[src/rtl/xlate_pkg.sv]
`timescale 1ns/1ps
package xlate_pkg;
  localparam int VA_W   = 32;
  localparam int OFF_W  = 12;
  localparam int IDX_W  = 10;
  localparam int VPN_W  = 2 * IDX_W;
  localparam int PFN_W  = VA_W - OFF_W;
  localparam int PTE_W  = 32;
  localparam int P2_LSB = OFF_W;
  localparam int P1_LSB = OFF_W + IDX_W;

  typedef enum logic [2:0] {
    ST_IDLE  = 3'd0,
    ST_LOOK  = 3'd1,
    ST_OUTER = 3'd2,
    ST_INNER = 3'd3,
    ST_RESP  = 3'd4
  } walk_state_t;

  function automatic logic [VA_W-1:0] entry_addr(input logic [PFN_W-1:0] base,
                                                 input logic [IDX_W-1:0] idx);
    return {base, idx, 2'b00};
  endfunction
endpackage

[src/rtl/xlate_tlb.sv]
`timescale 1ns/1ps
module xlate_tlb #(
  parameter int ENTRIES = 4,
  parameter int VPN_W   = 20,
  parameter int PFN_W   = 20
) (
  input  logic             clk,
  input  logic             rst_n,
  input  logic             flush,
  input  logic [VPN_W-1:0] lk_vpn,
  output logic             lk_hit,
  output logic [PFN_W-1:0] lk_pfn,
  input  logic             fill_en,
  input  logic [VPN_W-1:0] fill_vpn,
  input  logic [PFN_W-1:0] fill_pfn
);
  localparam int PTR_W = (ENTRIES > 1) ? $clog2(ENTRIES) : 1;
  localparam logic [PTR_W-1:0] PTR_LAST = PTR_W'(ENTRIES - 1);

  logic [ENTRIES-1:0] vld_q;
  logic [VPN_W-1:0]   tag_q [ENTRIES];
  logic [PFN_W-1:0]   pfn_q [ENTRIES];
  logic [ENTRIES-1:0] match;
  logic [PTR_W-1:0]   ptr_q;
  logic               do_fill;

  assign do_fill = fill_en && !flush;

  for (genvar g = 0; g < ENTRIES; g++) begin : g_slot
    assign match[g] = vld_q[g] && (tag_q[g] == lk_vpn);

    always_ff @(posedge clk) begin
      if (!rst_n) begin
        vld_q[g] <= 1'b0;
        tag_q[g] <= '0;
        pfn_q[g] <= '0;
      end else if (flush) begin
        vld_q[g] <= 1'b0;
      end else if (do_fill && (ptr_q == PTR_W'(g))) begin
        vld_q[g] <= 1'b1;
        tag_q[g] <= fill_vpn;
        pfn_q[g] <= fill_pfn;
      end
    end
  end

  always_comb begin
    lk_pfn = '0;
    for (int i = 0; i < ENTRIES; i++) begin
      if (match[i]) lk_pfn = lk_pfn | pfn_q[i];
    end
  end

  assign lk_hit = |match;

  always_ff @(posedge clk) begin
    if (!rst_n)       ptr_q <= '0;
    else if (do_fill) ptr_q <= (ptr_q == PTR_LAST) ? '0 : ptr_q + 1'b1;
  end

  // refills only happen on misses, so a page never sits in two slots
  assert_unique_slot_R5: assert property (@(posedge clk) disable iff (!rst_n)
    $onehot0(match));

  // one flush cycle leaves no entry able to hit
  assert_flush_empty_R6: assert property (@(posedge clk) disable iff (!rst_n)
    flush |=> !lk_hit);
endmodule

[src/rtl/xlate_walker.sv]
`timescale 1ns/1ps
module xlate_walker
  import xlate_pkg::*;
(
  input  logic             clk,
  input  logic             rst_n,
  input  logic             req_valid,
  output logic             req_ready,
  input  logic [VA_W-1:0]  req_vaddr,
  output logic             rsp_valid,
  input  logic             rsp_ready,
  output logic [VA_W-1:0]  rsp_paddr,
  output logic             rsp_fault,
  output logic             tbl_rd_en,
  output logic [VA_W-1:0]  tbl_rd_addr,
  input  logic [PTE_W-1:0] tbl_rd_data,
  input  logic [VA_W-1:0]  root_base,
  output logic [VPN_W-1:0] lk_vpn,
  input  logic             lk_hit,
  input  logic [PFN_W-1:0] lk_pfn,
  output logic             fill_en,
  output logic [VPN_W-1:0] fill_vpn,
  output logic [PFN_W-1:0] fill_pfn
);
  walk_state_t      state_q, state_d;
  logic [VA_W-1:0]  vaddr_q, vaddr_d;
  logic [VA_W-1:0]  paddr_q, paddr_d;
  logic             fault_q, fault_d;
  logic [IDX_W-1:0] p1, p2;
  logic [OFF_W-1:0] off;

  assign p1  = vaddr_q[P1_LSB +: IDX_W];
  assign p2  = vaddr_q[P2_LSB +: IDX_W];
  assign off = vaddr_q[OFF_W-1:0];

  assign lk_vpn   = vaddr_q[VA_W-1:OFF_W];
  assign fill_vpn = vaddr_q[VA_W-1:OFF_W];
  assign fill_pfn = tbl_rd_data[PTE_W-1:OFF_W];

  always_comb begin
    state_d     = state_q;
    vaddr_d     = vaddr_q;
    paddr_d     = paddr_q;
    fault_d     = fault_q;
    tbl_rd_en   = 1'b0;
    tbl_rd_addr = '0;
    fill_en     = 1'b0;
    unique case (state_q)
      ST_IDLE: begin
        if (req_valid) begin
          vaddr_d = req_vaddr;
          state_d = ST_LOOK;
        end
      end
      ST_LOOK: begin
        if (lk_hit) begin
          paddr_d = {lk_pfn, off};
          fault_d = 1'b0;
          state_d = ST_RESP;
        end else begin
          tbl_rd_en   = 1'b1;
          tbl_rd_addr = entry_addr(root_base[VA_W-1:OFF_W], p1);
          state_d     = ST_OUTER;
        end
      end
      ST_OUTER: begin
        if (!tbl_rd_data[0]) begin
          paddr_d = '0;
          fault_d = 1'b1;
          state_d = ST_RESP;
        end else begin
          tbl_rd_en   = 1'b1;
          tbl_rd_addr = entry_addr(tbl_rd_data[PTE_W-1:OFF_W], p2);
          state_d     = ST_INNER;
        end
      end
      ST_INNER: begin
        if (!tbl_rd_data[0]) begin
          paddr_d = '0;
          fault_d = 1'b1;
        end else begin
          paddr_d = {tbl_rd_data[PTE_W-1:OFF_W], off};
          fault_d = 1'b0;
          fill_en = 1'b1;
        end
        state_d = ST_RESP;
      end
      ST_RESP: begin
        if (rsp_ready) state_d = ST_IDLE;
      end
      default: state_d = ST_IDLE;
    endcase
  end

  always_ff @(posedge clk) begin
    if (!rst_n) begin
      state_q <= ST_IDLE;
      vaddr_q <= '0;
      paddr_q <= '0;
      fault_q <= 1'b0;
    end else begin
      state_q <= state_d;
      vaddr_q <= vaddr_d;
      paddr_q <= paddr_d;
      fault_q <= fault_d;
    end
  end

  assign req_ready = (state_q == ST_IDLE);
  assign rsp_valid = (state_q == ST_RESP);
  assign rsp_paddr = paddr_q;
  assign rsp_fault = fault_q;

  // never accepting while a result is pending
  assert_single_txn_R7: assert property (@(posedge clk) disable iff (!rst_n)
    !(req_ready && rsp_valid));

  // a stalled response keeps its contents
  assert_rsp_hold_R8: assert property (@(posedge clk) disable iff (!rst_n)
    (rsp_valid && !rsp_ready) |=> (rsp_valid && $stable(rsp_paddr) && $stable(rsp_fault)));

  // fault responses carry a zero address
  assert_fault_zero_R4: assert property (@(posedge clk) disable iff (!rst_n)
    (rsp_valid && rsp_fault) |-> (rsp_paddr == '0));

  // a walk makes at most two back-to-back reads
  assert_two_reads_R3: assert property (@(posedge clk) disable iff (!rst_n)
    (tbl_rd_en && $past(tbl_rd_en)) |=> !tbl_rd_en);

  // a hit in the lookup cycle never touches table memory
  assert_hit_noread_R2: assert property (@(posedge clk) disable iff (!rst_n)
    (state_q == ST_LOOK && lk_hit) |-> !tbl_rd_en);
endmodule

[src/rtl/vpage_xlate.sv]
`timescale 1ns/1ps
module vpage_xlate #(
  parameter int TLB_ENTRIES = 4
) (
  input  logic        clk,
  input  logic        rst_n,
  input  logic        req_valid,
  output logic        req_ready,
  input  logic [31:0] req_vaddr,
  output logic        rsp_valid,
  input  logic        rsp_ready,
  output logic [31:0] rsp_paddr,
  output logic        rsp_fault,
  output logic        tbl_rd_en,
  output logic [31:0] tbl_rd_addr,
  input  logic [31:0] tbl_rd_data,
  input  logic [31:0] root_base,
  input  logic        flush
);
  import xlate_pkg::*;

  logic [VPN_W-1:0] lk_vpn;
  logic             lk_hit;
  logic [PFN_W-1:0] lk_pfn;
  logic             fill_en;
  logic [VPN_W-1:0] fill_vpn;
  logic [PFN_W-1:0] fill_pfn;

  xlate_walker u_walker (
    .clk        (clk),
    .rst_n      (rst_n),
    .req_valid  (req_valid),
    .req_ready  (req_ready),
    .req_vaddr  (req_vaddr),
    .rsp_valid  (rsp_valid),
    .rsp_ready  (rsp_ready),
    .rsp_paddr  (rsp_paddr),
    .rsp_fault  (rsp_fault),
    .tbl_rd_en  (tbl_rd_en),
    .tbl_rd_addr(tbl_rd_addr),
    .tbl_rd_data(tbl_rd_data),
    .root_base  (root_base),
    .lk_vpn     (lk_vpn),
    .lk_hit     (lk_hit),
    .lk_pfn     (lk_pfn),
    .fill_en    (fill_en),
    .fill_vpn   (fill_vpn),
    .fill_pfn   (fill_pfn)
  );

  xlate_tlb #(
    .ENTRIES(TLB_ENTRIES),
    .VPN_W  (VPN_W),
    .PFN_W  (PFN_W)
  ) u_tlb (
    .clk     (clk),
    .rst_n   (rst_n),
    .flush   (flush),
    .lk_vpn  (lk_vpn),
    .lk_hit  (lk_hit),
    .lk_pfn  (lk_pfn),
    .fill_en (fill_en),
    .fill_vpn(fill_vpn),
    .fill_pfn(fill_pfn)
  );
endmodule

[config.mk]
export PLATFORM = sky130hd
export DESIGN_NAME = vpage_xlate
export DESIGN_NICKNAME = d
export VERILOG_FILES = /design/src/rtl/xlate_pkg.sv /design/src/rtl/xlate_tlb.sv /design/src/rtl/xlate_walker.sv /design/src/rtl/vpage_xlate.sv
export SDC_FILE = /design/constraint.sdc
export NUM_CORES = 1
export LEC_CHECK = 0
export ABC_AREA = 1
export BUFFER_PORTS_ARGS = -buffer_cell sky130_fd_sc_hd__clkbuf_2
export CAP_MARGIN = 20
export CORE_MARGIN = 2
export CORE_UTILIZATION = 45
export DETAILED_ROUTE_END_ITERATION = 10
export PLACE_DENSITY = 0.65
export SLEW_MARGIN = 20
export SYNTH_ARGS = -nofsm -noshare
export SYNTH_HDL_FRONTEND = slang
export SYNTH_SLANG_ARGS = --single-unit
[constraint.sdc]
create_clock -name clk -period 4.7 [get_ports clk]
set_input_delay 0.47 -clock clk [delete_from_list [all_inputs] [get_ports clk]]
set_output_delay 0.47 -clock clk [all_outputs]
set_load 0.02 [all_outputs]
# Yosys cells after proc, flatten, opt, wreduce, memory -nomap -nowiden
# Memory sizes are Yosys's and may differ from the RTL's.
# Cells that the tools add are included.
# classes
muxes,50
n_addsub,1
n_reduce_logical,18
n_bitwise,12
n_eq_ne,15
# op_table
operator,n
two-way mux 20 bit,12
two-way mux 32 bit,5
case mux 32 bit (3 select lines),1
equality test 20 bit,4
case mux 32 bit (2 select lines),1
OR 20 bit,3
two-way mux 1 bit,23
case mux 3 bit (5 select lines),1
two-way mux 3 bit,4
logical AND 1 bit,9
OR 1 bit,8
"equality test 3 x 2 -> 1 bit, second input constant",2
"inequality test 2 bit, second input constant",3
"equality test 2 bit, second input constant",2
AND reduction 2 bit,2
OR reduction 4 bit,1
"equality test 3 x 1 -> 1 bit, second input constant",1
"equality test 3 bit, second input constant",1
logical NOT 3 bit,1
case mux 1 bit (3 select lines),1
AND reduction 3 bit,1
nonzero test 3 bit,1
"adder 2 x 1 -> 2 bit, second input constant",1
"equality test 2 x 1 -> 1 bit, second input constant",1
other kinds (7),7
# word_totals
in_bits,101
output_inout_bits,68
memories,2
reg_bits,74
ramBits,160
# memory_table
name,words,width,read_ports,rd_ports_with_merged_regs,write_ports,line_no,rtl
u_tlb.pfn_q,4,20,4,0,4,xlate_tlb.sv:22,logic [PFN_W-1:0] pfn_q [ENTRIES];
u_tlb.tag_q,4,20,4,0,4,xlate_tlb.sv:21,logic [VPN_W-1:0] tag_q [ENTRIES];

# Longest topological paths before layout
# Gate-level depths: netlist of the first run.
# depth
depth_word,11
depth_mapped,17

# Cells and area by module
# Synthesis of the first run repeated with hierarchy kept, for this count alone.
# hier_totals
hier_cells,1550
hier_area_um2,12081.6
# by_module_without_submodules
mod,seq_area_each_um2,area_each_um2,cells_per_inst,instances
xlate_tlb,4924.7,8267.9,992,1
xlate_walker,1361.3,3813.7,558,1

# Worst setup path after synthesis of the first run
# No wires, ideal clock.
# synth_timing
path_type,register -> register
startpoint,register u_walker.state_q[0]
endpoint,memory u_tlb.pfn_q[3][0] (enable)
setup_slack_ns,2.156
path_buffers,0
t_required_ns,4.301
setup_time_ns,0.399
t_arrival_ns,2.145
synth_period_minus_slack_ns,2.544
stages_incl_launch_ff,9
cell_sequence,dfxtp_1 > inv_1 > nor3_1 > nand2_1 > nor2_2 > inv_1 > nor2_1 > inv_1 > nand2_1
# synth_lines
item,line_no,rtl
"start, declared",xlate_walker.sv:25,"walk_state_t state_q, state_d;"
"start signal, assigned",xlate_walker.sv:102,state_q <= state_d;
"end, declared",xlate_tlb.sv:22,

# Final worst setup path of the first run
# layout_timing
startpoint,register u_walker.vaddr_q[14]
endpoint,output tbl_rd_addr[5]
# layout_via
elab_chain_len,5
elab_cells_between_ends,11
# layout_rtl
item,line_no,rtl
"start, declared",xlate_walker.sv:26,"logic [VA_W-1:0] vaddr_q, vaddr_d;"
"start signal, assigned",xlate_walker.sv:103,vaddr_q <= vaddr_d;
equality test 20 bit,xlate_tlb.sv:30,assign match[g] = vld_q[g] && (tag_q[g] == lk_vpn);
logical AND 1 bit,xlate_tlb.sv:30,
OR reduction 4 bit *,xlate_tlb.sv:54,assign lk_hit = |match;
two-way mux 32 bit *,xlate_walker.sv:56,if (lk_hit) begin
case mux 32 bit (2 select lines) *,xlate_walker.sv:48,unique case (state_q)
"end, declared",vpage_xlate.sv:15,"output logic [31:0] tbl_rd_addr,"
# Every way passes the cells marked *; elsewhere a longest branch is shown, timed or not.

==> metrics.md, run 1 <==
| Metric | Value |
|---|---|
| Outcome | complete, no violations |
| Reg2reg start | u_walker.vaddr_q[14]$_SDFFE_PN0P_ |
| Routability cong. | 0.888 |
| Compound-Gate Fraction of Synth Area | 4.85% |
| Int Power | 0.00381 W |
| Pre-antenna DRT Iters | 9 |
| HP Class | input port to flop |
| Seq/Total Area, Yosys | 53.0% |
| Die H | 166 µm |
| Mux cell area share after synthesis | 0% |
| Number of synthesized flops with an enable pin | 160 |
| First-pass GRT wire length | 51.3 mm |
| RSZ-0062 raised after global routing | false |
| CTS buffer count | 27 |
| Sw Share | 29.3% |
| Post-synthesis xor/xnor area fraction | 0.221% |
| Vias per inst | 4.95 |
| Crit. Startpoint | u_walker.vaddr_q[14]$_SDFFE_PN0P_ |
| CTS tree | done |
| Synth Area in Simple Gates | 30.9% |
| Row cnt | 59 |
| Largest net degree at the start of global routing | 44 |
| Post-route ant nets | 0 |
| Worst VDD drop | 0.260 mV |
| Ys async rst share | 0% |
| Drt total wl | 32.9 mm |
| Post-layout min period | 3920 ps |
| Routed WL per cell | 16.1 µm |
| Number of buffers inserted by hold repair at cts | 0 |
| Synth Cell Area | 11900 µm² |
| Reg2Reg Setup Slack | 1490 ps |
| Crit end category | output pin |
| Max cap viols | 0 |
| Post CTS Setup Buffer Count | 0 |
| Setup_tns | 0 ps |
| All-layer global routing usage | 23.4% |
| Avg Cell Area, Syn | 7.56 µm² |
| DRT iter0 DRCs | 836 |
| Final worst path period share | 83.3% |
| Syn Inst Count | 1569 |
| Cts repair resizes | 0 |
| Top_reg_cell synth | edfxtp_1 |
| Final setup viols | 0 |
| Fmax achieved | 0.255 GHz |
| # H-tree levels | 1 |
| Critical path launch point type | flop |
| Critical setup path kind | flop to output pin |
| Post-route cell area | 13600 µm² |
| Logic pwr share | 17.1% |
| R2R cell count | 14 |
| Max Slew Vio Count | 0 |
| Port Buffers | 143 |
| Worst EP arrival | 3450 ps |
| Post-DP HPWL | 21.7 mm |
| CP endpoint | tbl_rd_addr[5] |
| Reg-to-reg endpoint | u_walker.rsp_paddr[19]$_SDFFE_PN0P_ |
| Layout Nets | 1796 |
| Critical-path maximum fanout | 20 |
| Yosys reg bits | 234 |
| Clock skew | 10.1 ps |
| Number of global-route vias before repair | 9447 |
| Layout area overhead | 14.8% |
| Leakage | 6.48 nW |
| Clock buffer depth | 3 |
| WP data required | 4230 ps |
| Post-Synth Adder-Cell Area | 0.422% |
| Vias post-DR | 10.1k |
| Die ar. | 27700 µm² |
| Sequential power share | 44.7% |
| Initial antenna violation count | 0 |
| Die X | 166 µm |
| GR Overflow Total | 0 |
| Initial Util | 45.7% |
| Rel. slew slack | 34.0% |
| Clock slew at reported path FFs | 60 ps |
| YS warnings | 0 |
| Pwr/cell area | 396 nW/µm² |
| Placement Cell Area | 12700 µm² |
| Worst Max-Slew Pin Slew | 987 ps |
| Latest clock arrival within the worst-skew pair | 540 ps |
| Clock sink count | 234 |
| Switch Pwr | 0.00158 W |
| Post-synth cell types | 31 |
| Number of diodes | 0 |
| Largest family of logic cells by synthesized area | simple AND/OR/NAND/NOR gates |
| Core area | 26000 µm² |
| I/O pin cnt | 169 |
| Layout cell share with drive strength beyond 1 | 13.7% |
| Remaining DRCs | 0 |
| Hold Fails Final Rpt | 0 |
| Clk pwr share | 38.3% |
| Clock root cell | clkbuf_16 |
==> cells by family after synthesis <==
logic type / Yosys count
simple gates: 923
buf+inv: 293
flops: 234
compound gates: 111
fa+ha+maj: 4
xor+xnor: 3
other cells: 1
==> synth_stat cells, types with 4 or more instances <==
| cell type | number | area [µm²] |
|---|---|---|
| o22ai_1 | 10 | 62.6 |
| buf_6 | 15 | 169 |
| a21oi_1 | 39 | 195 |
| ha_1 | 4 | 50.1 |
| inv_1 | 206 | 773 |
| nand3_1 | 43 | 215 |
| nand2_1 | 406 | 1520 |
| edfxtp_1 | 160 | 4800 |
| nand3b_1 | 29 | 218 |
| buf_4 | 4 | 30.0 |
| buf_2 | 18 | 90.1 |
| or2_2 | 4 | 25.0 |
| clkbuf_1 | 31 | 116 |
| nor2_1 | 428 | 1610 |
| dfxtp_1 | 74 | 1480 |
| nand2_2 | 5 | 31.3 |
| inv_2 | 16 | 60.1 |
| o21ai_0 | 57 | 285 |
==> power groups by stage <==
stage	Clock [W]	Sequential [W]	Combinational [W]
CTS	0.00209	0.00241	0.000921
global route	0.00218	0.00243	0.00102
finish	0.00206	0.00241	0.000921
global placement	0	0.00245	0.000906
detailed placement	0	0.00245	0.000917
floorplan	0	0.00247	0.000599
==> registers in the layout, indices dropped and copies added, names as in the netlist <==
name / cells
u_tlb.tag_q: 80
u_walker.rsp_paddr: 32
u_walker.rsp_fault: 1
u_walker.vaddr_q: 32
u_tlb.vld_q: 4
u_walker.state_q: 3
u_tlb.ptr_q: 2
u_tlb.pfn_q: 80
==> worst max-delay path, cell delays in order, from the launching register on <==
cell and delay, ps:
dfxtp_1 460, inv_2 170, nand2_1 110, nand2_1 60, nor2_1 220, nand2_1 100, nor2_2 100, nand3_2 480
nand2_2 270, nor2_1 70, nand2_1 450, o22ai_1 200, clkbuf_2 200
==> metal layers <==
layer / vias up / wire length (µm) / track usage [%]
met3: 32 / 2540 / 4.17
met5: - / 0 / 0
met1: 4704 / 15000 / 33.4
met4: 0 / 492 / 5.10
li1: 5077 / - / -
met2: 325 / 14800 / 37.6
==> placed cells by master (no fill, tap or decap) <==
cell type / synthesis / layout
nor3_2: 0 / 1
nor3_1: 3 / 2
nand4_1: 1 / 1
nand2_2: 5 / 10
or2_0: 1 / 1
o21ai_0: 57 / 57
nand3_1: 43 / 43
clkbuf_2: 0 / 143
nand3b_1: 29 / 29
or2_2: 4 / 4
bufinv_16: 0 / 1
edfxtp_1: 160 / 160
o21ai_1: 3 / 3
nor2_1: 428 / 428
inv_1: 206 / 206
conb_1: 1 / 2
dfxtp_1: 74 / 74
buf_4: 4 / 18
a21oi_1: 39 / 39
inv_2: 16 / 16
nand2_1: 406 / 401
o22ai_1: 10 / 10
ha_1: 4 / 4
clkbuf_1: 31 / 11
nand3_2: 1 / 1
o21ai_2: 1 / 1
clkinv_2: 0 / 1
inv_6: 0 / 2
clkinvlp_4: 0 / 2
nor2_2: 2 / 2
clkinv_1: 1 / 3
xnor2_1: 3 / 3
clkbuf_16: 0 / 30
a2111oi_0: 1 / 1
inv_4: 1 / 2
==> worst min-delay path by stage <==
stage / startpoint / endpoint / cells past startpoint
3_3_place_gp: u_walker.vaddr_q[4]$_SDFFE_PN0P_ / u_walker.vaddr_q[4]$_SDFFE_PN0P_ / 2
6_report: req_vaddr[0] / u_walker.vaddr_q[0]$_SDFFE_PN0P_ / 3
3_5_place_dp: u_walker.vaddr_q[5]$_SDFFE_PN0P_ / u_walker.vaddr_q[5]$_SDFFE_PN0P_ / 2
5_1_grt: req_vaddr[0] / u_walker.vaddr_q[0]$_SDFFE_PN0P_ / 3
4_1_cts: req_vaddr[0] / u_walker.vaddr_q[0]$_SDFFE_PN0P_ / 3
2_1_floorplan: u_tlb.vld_q[1]$_SDFFE_PP0P_ / u_tlb.vld_q[1]$_SDFFE_PP0P_ / 2
==> metrics by stage <==
step                      worst slack [ps]  utilization, %  total power [W]  hold slack (ps)  cells
after detailed placement              1350            49.1          0.00337              446   1997
after global routing                   554            52.4          0.00563              204   2047
after CTS                              761            52.4          0.00542              195   2047
after global placement                1320            49.1          0.00336              444   1997
after floorplan                       2160               -          0.00307              428   1570
final                                  783            52.4          0.00540              208   2047
==> layout make-up <==
type | count | area (µm²)
inverters | 224 | 843
clock buffers | 41 | 792
well taps | 335 | 419
flip-flops and latches | 234 | 6290
fillers | 2506 | 12400
repair buffers | 161 | 851
multi-input cells | 1043 | 4350
clock inverters | 9 | 81.3
Power figures use the tool's default switching activity.
==> inputs of run 2 (changes only) <==
--- a/config.mk
+++ b/config.mk
@@ -11,7 +11,7 @@
 export CORE_MARGIN = 2
 export CORE_UTILIZATION = 45
 export DETAILED_ROUTE_END_ITERATION = 10
-export PLACE_DENSITY = 0.65
+export PLACE_DENSITY = 0.68
 export SLEW_MARGIN = 20
 export SYNTH_ARGS = -nofsm -noshare
 export SYNTH_HDL_FRONTEND = slang
==> constraint.sdc (replaced) <==
create_clock -name clk -period 3.5 [get_ports clk]
set_input_delay 0.35 -clock clk [delete_from_list [all_inputs] [get_ports clk]]
set_output_delay 0.35 -clock clk [all_outputs]
set_load 0.02 [all_outputs]
==> run 2 against run 1 <==
Clock skew hardly changed. Cell count about the same. Sequential power grew 34%. Largest cell class unchanged.
==> metrics.md, run 2 (synthesized netlist as in run 1, its figures left out) <==
| Metric | Value |
|---|---|
| Rel. slew slack | 44.6% |
| FF/Latch Area | 6290 µm² |
| Initial Util | 45.7% |
| DRT iter0 DRCs | 878 |
| Crit. Startpoint | u_walker.vaddr_q[30]$_SDFFE_PN0P_ |
| Routability cong. | 0.937 |
| CTS tree | done |
| Clock skew | 10.5 ps |
| # H-tree levels | 1 |
| WP data required | 3150 ps |
| Area of the multi-input gates | 4350 µm² |
| Leading cell type in the layout, fill and taps excluded | nor2_1 |
| Die ar. | 27700 µm² |
| Port Buffers | 143 |
| Sequential power share | 45.2% |
| Clock buffer depth | 3 |
| Number of buffers inserted by hold repair at cts | 0 |
| Routed WL per cell | 16.2 µm |
| Met1 WL | 14.8 mm |
| Latest clock arrival within the worst-skew pair | 540 ps |
| Critical-path maximum fanout | 12 |
| Int Power | 0.00505 W |
| Hold Fails Final Rpt | 0 |
| Clk pwr share | 37.4% |
| Largest regs | u_tlb.pfn_q x80, u_tlb.tag_q x80 |
| Fillers | 2497 |
| # placed instances | 2001 |
| Vias post-DR | 10.2k |
| Initial antenna violation count | 0 |
| RSZ-0062 raised after global routing | false |
| Worst Max-Slew Pin Slew | 830 ps |
| Reg-to-reg endpoint | u_tlb.pfn_q[3][3]$_SDFFCE_PN0P_ |
| Die H | 166 µm |
| Critical path launch point type | flop |
| Layout Nets | 1799 |
| Final worst path period share | 88.8% |
| Pre-antenna DRT Iters | 5 |
| HP Class | input port to flop |
| Final Non-Filler Cells | 2049 |
| Core area | 26000 µm² |
| Remaining DRCs | 0 |
| Post-DP HPWL | 22.3 mm |
| Reg2Reg Setup Slack | 870 ps |
| CP endpoint | tbl_rd_addr[6] |
| Number of diodes | 0 |
| Highest metal used | met4 |
| Hold WS | 84.7 ps |
| Drt total wl | 33.3 mm |
| Max cap viols | 0 |
| R2R cell count | 9 |
| Crit end category | output pin |
| Critical setup path kind | flop to output pin |
| Most frequent cells in the layout | nor2_1, nand2_1, inv_1, edfxtp_1, clkbuf_2 |
| I/O pin cnt | 169 |
| Row cnt | 59 |
| Logic pwr share | 17.3% |
| First-pass GRT wire length | 52.0 mm |
| All-layer global routing usage | 23.7% |
| Clock root cell | clkbuf_16 |
| Largest net degree at the start of global routing | 49 |
| Worst EP arrival | 2760 ps |
| Sw Share | 29.5% |
| Post-layout min period | 3110 ps |
| Setup_tns | 0 ps |
| Reg2reg start | u_walker.state_q[0]$_SDFFE_PN0P_ |
| Final setup viols | 0 |
| Max Slew Vio Count | 0 |
| CTS buffer count | 26 |
| Clock slew at reported path FFs | 60 ps |
| Clock sink count | 234 |
| Layout cell share with drive strength beyond 1 | 14.2% |
| Met2 WL post-DR | 15.1 mm |
| Leakage | 6.52 nW |
| GR Overflow Total | 0 |
| Number of global-route vias before repair | 9551 |
| Fmax achieved | 0.322 GHz |
| Pwr/cell area | 524 nW/µm² |
| Post-route ant nets | 0 |
| Met3 Wirelength | 2.79 mm |
| Vias per inst | 4.96 |
| Die X | 166 µm |
| Layout area overhead | 15.3% |
| Worst VDD drop | 0.360 mV |
| Switch Pwr | 0.00211 W |
| Outcome | complete, no violations |
[run 2: layer usage]
layer | global-route usage [%] | vias up
met5 | 0 | -
met4 | 5.81 | 0
met3 | 4.27 | 51
met2 | 38.0 | 369
met1 | 33.4 | 4680
li1 | - | 5071
[run 2: worst min path at each step]
stage / from / end / slack, ps / cells past startpoint
detailed placement: u_walker.vaddr_q[1]$_SDFFE_PN0P_ / u_walker.vaddr_q[1]$_SDFFE_PN0P_ / 450 / 2
finish: req_vaddr[0] / u_walker.vaddr_q[0]$_SDFFE_PN0P_ / 80 / 3
floorplan: u_tlb.vld_q[1]$_SDFFE_PP0P_ / u_tlb.vld_q[1]$_SDFFE_PP0P_ / 430 / 2
global route: req_vaddr[7] / u_walker.vaddr_q[7]$_SDFFE_PN0P_ / 80 / 3
global placement: u_walker.vaddr_q[5]$_SDFFE_PN0P_ / u_walker.vaddr_q[5]$_SDFFE_PN0P_ / 440 / 2
CTS: req_vaddr[0] / u_walker.vaddr_q[0]$_SDFFE_PN0P_ / 60 / 3
[run 2: area by class of cell]
type	count	area share [%]
sequential	234	46.0
timing repair buffer	165	6.81
tap	335	3.07
multi-input combinational	1043	31.8
inverter	224	6.17
clock inverter	7	0.348
clock buffer	41	5.84
[run 2: power groups by stage]
stage,Combinational (W),Sequential (W),Clock [W]
floorplan,0.000805,0.00331,0
CTS,0.00124,0.00324,0.00272
finish,0.00124,0.00324,0.00268
detailed placement,0.00124,0.00330,0
global route,0.00138,0.00326,0.00284
global placement,0.00122,0.00329,0
[run 2: repair_timing]
item,4_1_cts,5_1_grt
gates resized for setup,0,1
endpoints found under the setup margin,0,1
buffers inserted,0,0
[run 2: stage by stage]
stage          worst slack (ps)  utilization (%)  total power (W)  area (µm²)
4_1_cts                     104             52.6          0.00720       13700
5_1_grt                     215             52.6          0.00747       13700
3_5_place_dp                687             49.4          0.00453       12800
6_report                    392             52.6          0.00716       13700
2_1_floorplan               956                -          0.00412       11900
3_3_place_gp                740             49.4          0.00451       12800
[run 2: worst max-delay path: stages, from the launching register on]
cell and delay, ps:
dfxtp_1 360, inv_1 340, nand2_1 90, nand2_1 70, nand3_1 110, nor2_1 190, nand3_1 210, nand2_2 130
nor2_1 60, nand2_2 320, o22ai_1 150, clkbuf_2 180
==> inputs of run 3 (changes only) <==
--- a/config.mk
+++ b/config.mk
@@ -10,9 +10,11 @@
 export CAP_MARGIN = 20
 export CORE_MARGIN = 2
 export CORE_UTILIZATION = 45
+export CTS_BUF_LIST = sky130_fd_sc_hd__clkbuf_16
 export DETAILED_ROUTE_END_ITERATION = 10
 export PLACE_DENSITY = 0.68
 export SLEW_MARGIN = 20
 export SYNTH_ARGS = -nofsm -noshare
 export SYNTH_HDL_FRONTEND = slang
+export SYNTH_HIERARCHICAL = 1
 export SYNTH_SLANG_ARGS = --single-unit
==> run 3 against run 2 <==
Non-clock buffer count up 3. Wire length down 6.3%. First-iteration DRC count down 7.6%. Sequential power down 2%. Setup slack worse by 140 ps. Cell count down 3.7%. Count of clock-buffer cells in the layout down 15. Clock skew up 0.72 ps. Highest routed layer unchanged. Sequential cell count unchanged. Hold slack better by 1.9 ps. Power down 13%.
==> metrics.md, run 3 <==
| Metric | Value |
|---|---|
| Met1 WL | 13.4 mm |
| Setup_tns | 0 ps |
| Layout area overhead | 11.0% |
| Die H | 168 µm |
| I/O pin cnt | 169 |
| Layout cell share with drive strength beyond 1 | 16.1% |
| Die X | 168 µm |
| Clock slew at reported path FFs | 60 ps |
| Compound-Gate Fraction of Synth Area | 6.05% |
| Clock root cell | clkbuf_16 |
| Crit-path leading delay family | buffers and inverters |
| Worst EP arrival | 2900 ps |
| Fillers | 2412 |
| Most area-consuming cells after synthesis | edfxtp_1, dfxtp_1, nor2_1 |
| CTS buffer count | 24 |
| Remaining DRCs | 0 |
| # H-tree levels | 1 |
| Post-route ant nets | 0 |
| Cts repair resizes | 0 |
| Clock skew | 11.2 ps |
| Vias post-DR | 9834 |
| Mux cell area share after synthesis | 0% |
| Outcome | complete, no violations |
| HP Class | input port to flop |
| Synth Cell Area | 12100 µm² |
| Avg Cell Area, Syn | 7.79 µm² |
| Post CTS Setup Buffer Count | 0 |
| Critical setup path kind | flop to output pin |
| Final worst path period share | 92.8% |
| Rel. slew slack | 40.8% |
| Max Slew Vio Count | 0 |
| Worst Max-Slew Pin Slew | 886 ps |
| Placement Cell Area | 12700 µm² |
| CTS tree | done |
| Top cell type's share of synthesized area | 39.8% |
| Initial Util | 46.1% |
| CP Cell Sequence | inv_2 > o21ai_0 > nor2_1 > nand2_1 > nor2_1 > nand3_1 > nand4_1 > inv_1 > buf_4 > nand2_1 > o22ai_1 > clkbuf_2 |
| CP peak stage delay | 530 ps |
| Highest metal used | met4 |
| Core area | 26200 µm² |
| Post-synthesis xor/xnor area fraction | 0.652% |
| Row cnt | 59 |
| Post-DP HPWL | 21.4 mm |
| Pwr/cell area | 467 nW/µm² |
| Hold Fails Final Rpt | 0 |
| Synth top cells by count | nor2_1, nand2_1, inv_1, edfxtp_1, dfxtp_1 |
| Met2 WL post-DR | 14.6 mm |
| Final setup viols | 0 |
| Crit end category | output pin |
| Largest area contributor in the netlist | edfxtp_1 |
| Number of diodes | 0 |
| Number of synthesized flops with an enable pin | 160 |
| Latest clock arrival within the worst-skew pair | 510 ps |
| GR Overflow Total | 0 |
| RSZ-0062 raised after global routing | false |
| Slowest cell on crit path | dfxtp_1 |
| Worst VDD drop | 0.410 mV |
| All-layer global routing usage | 22.1% |
| Die ar. | 28200 µm² |
| Yosys reg bits | 234 |
| Top_reg_cell synth | edfxtp_1 |
| Layout Nets | 1726 |
| Critical path launch point type | flop |
| Pre-antenna DRT Iters | 5 |
| Largest family of logic cells by synthesized area | simple AND/OR/NAND/NOR gates |
| Met3 Wirelength | 2.52 mm |
| Leading cell type in the layout, fill and taps excluded | nor2_1 |
| FF/Latch Area | 6290 µm² |
| Hold WS | 86.6 ps |
| Post-Synth Adder-Cell Area | 0.414% |
| Post-route cell area | 13400 µm² |
| Largest regs | u_tlb/pfn_q x80, u_tlb/tag_q x80 |
| Most frequent cells in the layout | nor2_1, nand2_1, inv_1, edfxtp_1, clkbuf_2 |
| Clock buffer depth | 3 |
| Fmax achieved | 0.308 GHz |
| Leakage | 6.23 nW |
| WP data required | 3150 ps |
| Largest net degree at the start of global routing | 56 |
| First-pass GRT wire length | 49.4 mm |
| DRT iter0 DRCs | 811 |
| Port Buffers | 143 |
| Post-layout min period | 3250 ps |
| Initial antenna violation count | 0 |
| Post-synth cell types | 31 |
| Number of buffers inserted by hold repair at cts | 0 |
| Area of the multi-input gates | 4150 µm² |
| Critical-path maximum fanout | 21 |
| Routed WL per cell | 15.8 µm |
| Vias per inst | 4.98 |
| Number of global-route vias before repair | 9555 |
| Worst path bufs/invs | 4 |
| Seq/Total Area, Yosys | 52.0% |
| Synth Area in Simple Gates | 27.0% |
| Drt total wl | 31.2 mm |
| Max cap viols | 0 |
| Ys async rst share | 0% |
| YS warnings | 6 |
| Syn Inst Count | 1550 |
| Clock sink count | 234 |
| Routability cong. | 0.872 |
| Cell with the most instances after synthesis | nor2_1 |
run 3: cell count changes after synthesis, moves of 17 or more:
cell	previous run	this run
nor2_2	2	23
nand2_1	406	352
nand3_1	43	26
nor2_1	428	372
buf_4	4	66
o22ai_1	10	30
run 3: cell type report:
cell class	instances	share of cell area (%)
clock inverters	18	0.541
multi-input cells	957	30.9
clock buffers	26	4.85
flip-flops and latches	234	46.9
inverters	236	6.60
well taps	335	3.12
repair buffers	168	7.11
run 3: routing by layer:
metal	vias up	global-route usage, %
met1	4578	29.8
met4	0	5.90
met5	-	0
met2	338	36.6
met3	48	4.44
li1	4870	-
run 3: power by group:
part,switching (W),internal [W]
logic,0.000492,0.000232
clock network,0.00104,0.00133
registers,0.000103,0.00307
total,0.00163,0.00463
run 3: final timing paths:
kind,startpoint,to,slack [ps],cells past startpoint
worst max register to register,u_walker/vaddr_q[18]$_SDFFE_PN0P_,u_walker/rsp_paddr[19]$_SDFFE_PN0P_,880,14
worst min register to register,u_tlb/vld_q[3]$_SDFFE_PP0P_,u_tlb/vld_q[3]$_SDFFE_PP0P_,460,2
worst min-delay path,req_vaddr[10],u_walker/vaddr_q[10]$_SDFFE_PN0P_,90,3
worst max-delay path,u_walker/vaddr_q[18]$_SDFFE_PN0P_,tbl_rd_addr[13],250,12
run 3: kinds of logic after synthesis:
kind of cell | after synthesis
AO/OA/AOI/OAI | 134
XOR/XNOR | 9
adder cells (fa/ha/maj) | 4
buffers and inverters | 360
flip-flops | 234
other | 1
AND/OR/NAND/NOR | 808
run 3: worst reg2reg max path: stages (launching register included):
cell and delay (ps):
dfxtp_1 530, inv_2 110, o21ai_0 220, nor2_1 70, nand2_1 80, nor2_1 50
nand3_1 100, nand4_1 250, inv_1 170, buf_4 270, nor2_1 80, nor2_1 150
buf_4 250, nor2_1 80, nor2_1 130
run 3: per-stage QoR:
stage                     total power [W]  cells  utilization (%)  setup slack (ps)
after floorplan                   0.00377   1551                -              1020
after global placement            0.00393   1930             48.4               713
after detailed placement          0.00395   1930             48.4               688
after CTS                         0.00631   1974             51.2               128
after global routing              0.00652   1974             51.2              73.0
final                             0.00626   1974             51.2               253
